### src/rtl/irq_src_pkg.sv
package irq_src_pkg;

    localparam int unsigned PRIO_W = 8;
    localparam logic [PRIO_W-1:0] PRIO_OFF = '1;

    typedef enum logic [1:0] {
        S_IDLE     = 2'd0,
        S_REQ      = 2'd1,
        S_SERVICE  = 2'd2,
        S_BACKOFF  = 2'd3
    } src_state_e;

    typedef struct packed {
        logic [PRIO_W-1:0] prio;
        logic              edge_mode;
        logic              mask;
    } src_cfg_t;

    localparam src_cfg_t CFG_RESET = '{prio: PRIO_OFF, edge_mode: 1'b0, mask: 1'b1};

    function automatic logic deliverable(input src_cfg_t c, input logic pend);
        return pend && !c.mask && (c.prio != PRIO_OFF);
    endfunction

endpackage

### src/rtl/irq_detect.sv
module irq_detect (
    input  logic clk,
    input  logic rst,
    input  logic line_i,
    input  logic edge_mode_i,
    input  logic take_i,
    output logic pend_o
);
    logic line_q;
    logic edge_hold;
    logic rise;

    assign rise = line_i && !line_q;

    always_ff @(posedge clk) begin
        if (rst) begin
            line_q    <= 1'b0;
            edge_hold <= 1'b0;
        end else begin
            line_q <= line_i;
            if (!edge_mode_i)
                edge_hold <= 1'b0;
            else if (rise)
                edge_hold <= 1'b1;
            else if (take_i)
                edge_hold <= 1'b0;
        end
    end

    assign pend_o = edge_mode_i ? edge_hold : line_i;

    // a new edge in edge mode is never dropped
    a_r4_edge_latched: assert property (@(posedge clk) disable iff (rst)
        (edge_mode_i && rise) |=> (edge_hold || !edge_mode_i));

endmodule

### src/rtl/irq_retry_timer.sv
module irq_retry_timer #(
    parameter int unsigned CNT_W = 8
) (
    input  logic             clk,
    input  logic             rst,
    input  logic             load_i,
    input  logic [CNT_W-1:0] load_val_i,
    input  logic             run_i,
    output logic             done_o
);
    logic [CNT_W-1:0] cnt_q;

    always_ff @(posedge clk) begin
        if (rst)
            cnt_q <= '0;
        else if (load_i)
            cnt_q <= load_val_i;
        else if (run_i && cnt_q != '0)
            cnt_q <= cnt_q - 1'b1;
    end

    assign done_o = run_i && (cnt_q == '0);

    // the wait only counts down while running
    a_r3_count_down: assert property (@(posedge clk) disable iff (rst)
        (run_i && !load_i && cnt_q != '0) |=> (cnt_q == $past(cnt_q) - 1'b1));

endmodule

### src/rtl/irq_src_fsm.sv
module irq_src_fsm
    import irq_src_pkg::*;
#(
    parameter int unsigned CNT_W = 8
) (
    input  logic             clk,
    input  logic             rst,
    input  logic             eligible_i,
    input  logic             accept_i,
    input  logic             reject_i,
    input  logic             eoi_i,
    input  logic [CNT_W-1:0] retry_cycles_i,
    output logic             req_o,
    output logic             take_o
);
    src_state_e state_q, state_d;
    logic       in_backoff;
    logic       wait_done;
    logic       start_wait;

    assign in_backoff = (state_q == S_BACKOFF);
    assign start_wait = (state_q == S_REQ) && !accept_i && reject_i;
    assign take_o     = (state_q == S_REQ) && accept_i;

    irq_retry_timer #(.CNT_W(CNT_W)) u_timer (
        .clk        (clk),
        .rst        (rst),
        .load_i     (start_wait),
        .load_val_i (retry_cycles_i),
        .run_i      (in_backoff),
        .done_o     (wait_done)
    );

    always_comb begin
        state_d = state_q;
        unique case (state_q)
            S_IDLE:    if (eligible_i) state_d = S_REQ;
            S_REQ: begin
                if (accept_i)         state_d = S_SERVICE;
                else if (reject_i)    state_d = S_BACKOFF;
                else if (!eligible_i) state_d = S_IDLE;
            end
            S_SERVICE: if (eoi_i) state_d = S_IDLE;
            S_BACKOFF: if (wait_done) state_d = eligible_i ? S_REQ : S_IDLE;
            default:   state_d = S_IDLE;
        endcase
    end

    always_ff @(posedge clk) begin
        if (rst) state_q <= S_IDLE;
        else     state_q <= state_d;
    end

    assign req_o = (state_q == S_REQ);

    // accepted request disappears and stays away until EOI
    a_r2_accept_drops: assert property (@(posedge clk) disable iff (rst)
        (req_o && accept_i) |=> !req_o);
    a_r2_hold_until_eoi: assert property (@(posedge clk) disable iff (rst)
        (state_q == S_SERVICE && !eoi_i) |=> !req_o);
    // rejected request is withdrawn for the wait
    a_r3_reject_drops: assert property (@(posedge clk) disable iff (rst)
        (req_o && reject_i && !accept_i) |=> !req_o);
    // an ineligible idle source raises nothing
    a_r7_no_new_req: assert property (@(posedge clk) disable iff (rst)
        (state_q == S_IDLE && !eligible_i) |=> !req_o);
    // stray EOI on an idle source is ignored
    a_r9_stray_eoi: assert property (@(posedge clk) disable iff (rst)
        (state_q == S_IDLE && eoi_i && !eligible_i) |=> (state_q == S_IDLE));

endmodule

### src/rtl/irq_source_bank.sv
module irq_source_bank
    import irq_src_pkg::*;
#(
    parameter int unsigned NUM_SRC = 4,
    parameter int unsigned ID_W    = 6,
    parameter int unsigned ID_BASE = 16,
    parameter int unsigned CNT_W   = 8,
    localparam int unsigned SEL_W  = (NUM_SRC > 1) ? $clog2(NUM_SRC) : 1
) (
    input  logic                      clk,
    input  logic                      rst,
    input  logic [NUM_SRC-1:0]        irq_line_i,
    input  logic                      cfg_we_i,
    input  logic [SEL_W-1:0]          cfg_sel_i,
    input  logic [PRIO_W-1:0]         cfg_prio_i,
    input  logic                      cfg_edge_i,
    input  logic                      cfg_mask_i,
    input  logic [CNT_W-1:0]          retry_cycles_i,
    output logic [NUM_SRC-1:0]        req_o,
    output logic [NUM_SRC*PRIO_W-1:0] req_prio_o,
    output logic [NUM_SRC*ID_W-1:0]   req_id_o,
    input  logic [NUM_SRC-1:0]        accept_i,
    input  logic [NUM_SRC-1:0]        reject_i,
    input  logic [NUM_SRC-1:0]        eoi_i
);

    for (genvar i = 0; i < NUM_SRC; i++) begin : g_src
        localparam int unsigned SRC_ID = ID_BASE + i;
        src_cfg_t cfg_q;
        logic     pend;
        logic     take;
        logic     elig;

        always_ff @(posedge clk) begin
            if (rst)
                cfg_q <= CFG_RESET;
            else if (cfg_we_i && cfg_sel_i == SEL_W'(i))
                cfg_q <= '{prio: cfg_prio_i, edge_mode: cfg_edge_i, mask: cfg_mask_i};
        end

        irq_detect u_detect (
            .clk         (clk),
            .rst         (rst),
            .line_i      (irq_line_i[i]),
            .edge_mode_i (cfg_q.edge_mode),
            .take_i      (take),
            .pend_o      (pend)
        );

        assign elig = deliverable(cfg_q, pend);

        irq_src_fsm #(.CNT_W(CNT_W)) u_fsm (
            .clk            (clk),
            .rst            (rst),
            .eligible_i     (elig),
            .accept_i       (accept_i[i]),
            .reject_i       (reject_i[i]),
            .eoi_i          (eoi_i[i]),
            .retry_cycles_i (retry_cycles_i),
            .req_o          (req_o[i]),
            .take_o         (take)
        );

        assign req_prio_o[i*PRIO_W +: PRIO_W] = cfg_q.prio;
        assign req_id_o[i*ID_W +: ID_W]       = ID_W'(SRC_ID);

        // nothing requests in the cycle after reset
        a_r1_reset_quiet: assert property (@(posedge clk)
            rst |=> !req_o[i]);
    end

endmodule

### config.mk
export PLATFORM = sky130hd
export DESIGN_NAME = irq_source_bank
export DESIGN_NICKNAME = d
export VERILOG_FILES = /design/src/rtl/irq_src_pkg.sv /design/src/rtl/irq_detect.sv /design/src/rtl/irq_retry_timer.sv /design/src/rtl/irq_src_fsm.sv /design/src/rtl/irq_source_bank.sv
export SDC_FILE = /design/constraint.sdc
export NUM_CORES = 1
export LEC_CHECK = 0
export ABC_AREA = 1
export ABC_CLOCK_PERIOD_IN_PS = 1600
export BUFFER_PORTS_ARGS = -buffer_cell sky130_fd_sc_hd__buf_2
export CAP_MARGIN = 0
export CORE_AREA = 2 2 120 93
export CTS_BUF_LIST = sky130_fd_sc_hd__clkbuf_16
export CTS_CLUSTER_DIAMETER = 50
export DETAILED_ROUTE_END_ITERATION = 16
export DIE_AREA = 0 0 122 95
export PLACE_DENSITY = 0.69
export SLEW_MARGIN = 20
export SYNTH_ARGS = -nofsm -noshare
export SYNTH_HDL_FRONTEND = slang
export SYNTH_SLANG_ARGS = --single-unit
export TNS_END_PERCENT = 5
### constraint.sdc
create_clock -name clk -period 1.6 [get_ports clk]
set_input_delay 0.08 -clock clk [delete_from_list [all_inputs] [get_ports clk]]
set_output_delay 0.08 -clock clk [all_outputs]
set_load 0.05 [all_outputs]
# Yosys cells after proc, flatten, opt, wreduce, memory -nomap -nowiden
# Index checks and enable logic that the tools add are counted.
# totals
register_bits,88
input_bits,39
output_inout_bits,60
elab_cells,200
# classes
add_sub_neg,4
eq_ne,35
n_mux,52
bitwise,4
n_reduce_logical,77
# ops
cell,n
$mux W8,8
$mux W2,24
$logic_and A1 B1 Y1,36
$logic_not A8 Y1,4
$ne A8 B8 Y1 const B,4
$pmux W2 S4,4
$reduce_bool A8 Y1,4
$sub A8 B1 Y8 const B,4
$eq A2 B2 Y1 const B,10
$mux W1,16
$ne A2 B1 Y1 const B,8
$ne A4 B4 Y1 const B,4
$reduce_and A4 Y1,4
$reduce_bool A2 Y1,8
$logic_not A1 Y1,12
$eq A2 B1 Y1 const B,5
$logic_not A2 Y1,5
$ne A2 B2 Y1 const B,4
$reduce_or A2 Y1,4
$not A1 Y1,4

# Longest topological paths before layout
# logic_depth
depth_word,7
ltp_mapped,10
mapped_depth_nobuf,10

# Hierarchy
# From an unflattened synthesis, not the netlist that was laid out.
# unflattened
hier_cells,907
hier_area_um2,5760.5
# by_module_without_submodules
mod,instances,cells_each,area_per_inst_um2,seq_area_each_um2
irq_retry_timer,4,101,601.8,160.2
irq_source_bank,1,287,2172.1,800.8
irq_src_fsm,4,41,207.7,40.0
irq_detect,4,13,87.6,40.0

# Worst setup path after synthesis
# No wires, ideal clock.
# synth_timing
path_type,register to register
from,reg g_src[3].u_fsm.u_timer.cnt_q[0]
to,reg g_src[3].u_fsm.state_q[1]
setup_time_ps,115
arrival_ps,1157
required_time_ps,1485
path_slack_ps,328
path_stages_with_launch,8
path_buffers,0
synth_period_minus_slack_ps,1272
path_cell_list,dfxtp_1 inv_1 ha_1 nand3_1 o21bai_1 nand2_1 o21ai_0 inv_1
# synth_between
elab_chain_len,4
# synth_rtl
item,line,source
start: declaration,irq_retry_timer.sv:11,logic [CNT_W-1:0] cnt_q;
start signal: assignment,irq_retry_timer.sv:17,cnt_q <= load_val_i;
start signal: assignment,irq_retry_timer.sv:19,cnt_q <= cnt_q - 1'b1;
$logic_not A8 Y1,irq_retry_timer.sv:22,assign done_o = run_i && (cnt_q == '0);
$logic_and A1 B1 Y1,irq_retry_timer.sv:22,
$ne A2 B1 Y1 (no line),--,
$reduce_and A4 Y1 (no line),--,
end signal: assignment,irq_src_fsm.sv:51,else state_q <= state_d;
end: declaration,irq_src_fsm.sv:16,"src_state_e state_q, state_d;"
# No other way between the ends.
# A chain may end at the register's enable or synchronous reset.

# Worst setup path in the final report
# layout_timing
from,reg g_src[1].u_fsm.u_timer.cnt_q[0]
to,reg g_src[1].u_fsm.state_q[0]
# layout_between
elab_chain_len,4
# layout_rtl
item,line
start: declaration,irq_retry_timer.sv:11
start signal: assignment,irq_retry_timer.sv:17
start signal: assignment,irq_retry_timer.sv:19
$logic_not A8 Y1,irq_retry_timer.sv:22
$logic_and A1 B1 Y1,irq_retry_timer.sv:22
$ne A2 B1 Y1 (no line),--
$reduce_and A4 Y1 (no line),--
end signal: assignment,irq_src_fsm.sv:51
end: declaration,irq_src_fsm.sv:16
# No other way between the ends.

==> flow_summary.yaml <==
outcome:
  outcome: "finished clean"
min_path:
  timing.hold.worst_path_depth: 3
  hold_path_class: "in -> reg"
  min_from: "cfg_prio_i[4]"
  min_to: "req_prio_o[12]"
final_layout:
  final_cell_area_um2: 5648
  drive_above_1_share_pct: 16.73
  syn_to_final_growth_pct: 10.94
  postLayoutCoreUtil_pct: 53.64
  number_of_filler_instances_in_the_final_layout: 1020
  layout_commonest_cell: "nand2_1"
  final_cell_mix: "230 x nand2_1, 88 x nor2_1, 88 x dfxtp_1"
  insertedDiodeCount: 0
  fin_nets: 873
clock_tree:
  numCtsBuffers: 9
  cts.clk_slew.worst_paths_ns: 0.07
  cts.path.max_buffers: 2
  htree_num_levels: 3
  clock_sink_count: 88
  root_buffer: "clkbuf_16"
  cts_tree: "yes"
  post_cts_buffers: 0
  clk_latency_ns: 0.35
logic_synthesis:
  synth_cells: 780
  syn_area_per_cell_um2: 6.527
  synthDistinctLibCells: 34
  mappedNetlistArea_um2: 5091
  yosysSeqAreaShare_pct: 34.60
  ys_ff_latch: 88
  ys.warnings.count: 0
routing:
  route.met2.wl_um: 5510
  detailroute.wirelength.met3_um: 727
  met1_length_um: 5937
  detail_route.iter0.violations: 442
  routed-via-count: 4802
  wirelength_um: 12390
  top_layer: "met4"
  first_pass_iters: 5
  remaining_drc_errors: 0
  drt.antenna.violating_nets: 0
  routed_wire_length_per_instance_um: 12.76
  route.detailed.vias_per_inst: 4.945
place:
  io_buffers: 74
  globalplace.congestion: 0.9044
  placed_cell_area_um2: 5265
  dp_hpwl_um: 9071
die:
  floorplan.initialDensity_pct: 48.35
  die_height_um: 95
  chipWidth_um: 122
  design.core.area_um2: 10530
  std_cell_rows: 33
  pin_count: 99
  die_area_um2: 11590
sta:
  max_freq_mhz: 685.4
  hold_viol: 0
  report.final.setup_viol: 0
  post-route-min-period_ns: 1.459
  final_min_period_over_clock_period_pct: 91.18
  drv_slew: 0
  timing.clock.skew_ns: 0.006769
  grt_setup_unrepaired: "true"
worst_setup_path:
  setup.worst_path.start_class: "flip-flop"
  reg2regPathDepth: 10
  crit_path_max_fanout: 7
  r2r-end: "g_src[1].u_fsm.state_q[0]"
  cp.arrival_ns: 1.70
  r2r_setup_slk_ns: 0.14
  r2r-start: "g_src[1].u_fsm.u_timer.cnt_q[0]"
  critical_path.endpoint_type: "flip-flop"
  timing.setup.critical_path_class: "reg -> reg"
  critPathRequiredTime_ns: 1.84
pwr:
  power.leakage_nw: 2.878
  powerDensity_nw_per_um2: 1149
  peakVddDrop_uv: 583.5
global_route:
  number_of_global_route_vias_before_repair: 4146
  grt_remaining_overflow: 0
  antenna_found_initial: 0
  grt.total_usage_pct: 21.60
  grt_pass1_wl_um: 19580
  grt_start_max_net_pins: 41
run:
  number_of_maximum_capacitance_violations: 0
worst max-delay path, cell delays in order (launching register included):
cell and delay, ns:
dfxtp_1 0.33, inv_1 0.08, ha_1 0.20, nand2_1 0.09, nor2_1 0.06, nor2_2 0.25, nor2_1 0.10, nand2_1 0.10
nand2_1 0.05, nand2_1 0.05, nor2_1 0.04
routing by layer:
metal / global-route usage (%) / vias up
met1: 28.81 / 2197
met5: 0 / -
met4: 8.333 / 0
met2: 33.15 / 142
li1: - / 2446
met3: 6.099 / 17
flip-flops by register name, indices dropped and copies added, names as in the netlist:
register	cells
g_src.u_fsm.u_timer.cnt_q	32
req_prio_o	32
g_src.cfg_q	8
g_src.u_fsm.state_q	8
g_src.u_detect.edge_hold	4
g_src.u_detect.line_q	4
per-stage QoR:
stage	cells	setup WS, ns	hold slack (ns)	total power [mW]	TNS, ns
floorplan	802	0.3276	0.2049	3.965	0
global placement	951	0.1139	0.3128	4.173	0
detailed placement	951	0.06277	0.3241	4.220	0
CTS	971	0.05110	0.01459	6.501	0
global route	971	-0.02430	0.02273	6.829	-0.03974
finish	971	0.1410	0.02372	6.492	0
synthesized netlist by cell type:
cell type | instances | share of area (%)
a21boi_0 | 1 | 0.15
a21oi_1 | 40 | 3.9
a21oi_2 | 3 | 0.52
buf_1 | 1 | 0.074
buf_2 | 3 | 0.29
buf_4 | 60 | 8.8
buf_6 | 2 | 0.44
clkbuf_1 | 8 | 0.59
conb_1 | 2 | 0.15
dfxtp_1 | 88 | 35
ha_1 | 8 | 2.0
inv_1 | 82 | 6.0
inv_2 | 10 | 0.74
inv_4 | 2 | 0.25
nand2_1 | 230 | 17
nand2_2 | 4 | 0.49
nand2_4 | 1 | 0.22
nand3_1 | 76 | 7.5
nand3b_1 | 2 | 0.29
nand4_1 | 3 | 0.37
nor2_1 | 89 | 6.6
nor2_2 | 5 | 0.61
nor2_4 | 3 | 0.66
nor3_1 | 9 | 0.88
nor3_2 | 1 | 0.20
nor3_4 | 5 | 1.6
o211ai_1 | 1 | 0.15
o21ai_0 | 28 | 2.8
o21ai_1 | 1 | 0.098
o21bai_1 | 3 | 0.44
o21bai_4 | 1 | 0.37
or2_2 | 2 | 0.25
xnor2_1 | 1 | 0.17
xor2_1 | 5 | 0.86
worst max-delay path by stage:
| stage | startpoint | endpoint | slack [ns] | depth (start not counted) |
|---|---|---|---|---|
| after global placement | g_src[2].u_fsm.u_timer.cnt_q[0] | g_src[2].u_fsm.state_q[1] | 0.11 | 9 |
| after floorplan | g_src[3].u_fsm.u_timer.cnt_q[0] | g_src[3].u_fsm.state_q[1] | 0.33 | 7 |
| final | g_src[1].u_fsm.u_timer.cnt_q[0] | g_src[1].u_fsm.state_q[0] | 0.14 | 10 |
| after detailed placement | g_src[2].u_fsm.u_timer.cnt_q[0] | g_src[2].u_fsm.u_timer.cnt_q[5] | 0.06 | 9 |
| after CTS | g_src[2].u_fsm.u_timer.cnt_q[0] | g_src[2].u_fsm.u_timer.cnt_q[5] | 0.05 | 9 |
| after global routing | g_src[3].u_fsm.u_timer.cnt_q[0] | g_src[3].u_fsm.u_timer.cnt_q[0] | -0.02 | 8 |
timing repair:
action | CTS | global route
setup endpoints to repair | 0 | 16
resized for setup | 0 | 5
hold buffers | 4 | 0
hold endpoints to repair | 4 | 0
power by group:
part	total [mW]	switching [mW]	internal, mW
logic	1.73	1.22	0.509
clock network	2.28	0.909	1.37
registers	2.48	0.133	2.35
logic make-up (layout without fill, tap and decap cells):
logic type	count (synthesis)	after routing	share of synthesized area (%)
AO/OA/AOI/OAI	78	78	8.405
XOR/XNOR	6	6	1.032
adder cells (fa/ha/maj)	8	8	1.966
buffers and inverters	168	197	17.28
flip-flops	88	88	34.60
other	2	24	0.1475
AND/OR/NAND/NOR	430	430	36.57
final cells by class:
type / instances / area (µm²) / share of cell area (%)
Sequential cell: 88 / 1762 / 31.19
Tap cell: 140 / 175.2 / 3.101
Clock inverter: 7 / 95.09 / 1.684
Timing Repair Buffer: 87 / 478.0 / 8.463
Clock buffer: 9 / 225.2 / 3.988
Inverter: 94 / 357.8 / 6.336
Multi-Input combinational cell: 546 / 2555 / 45.24
(Power assumes the default switching activity.)
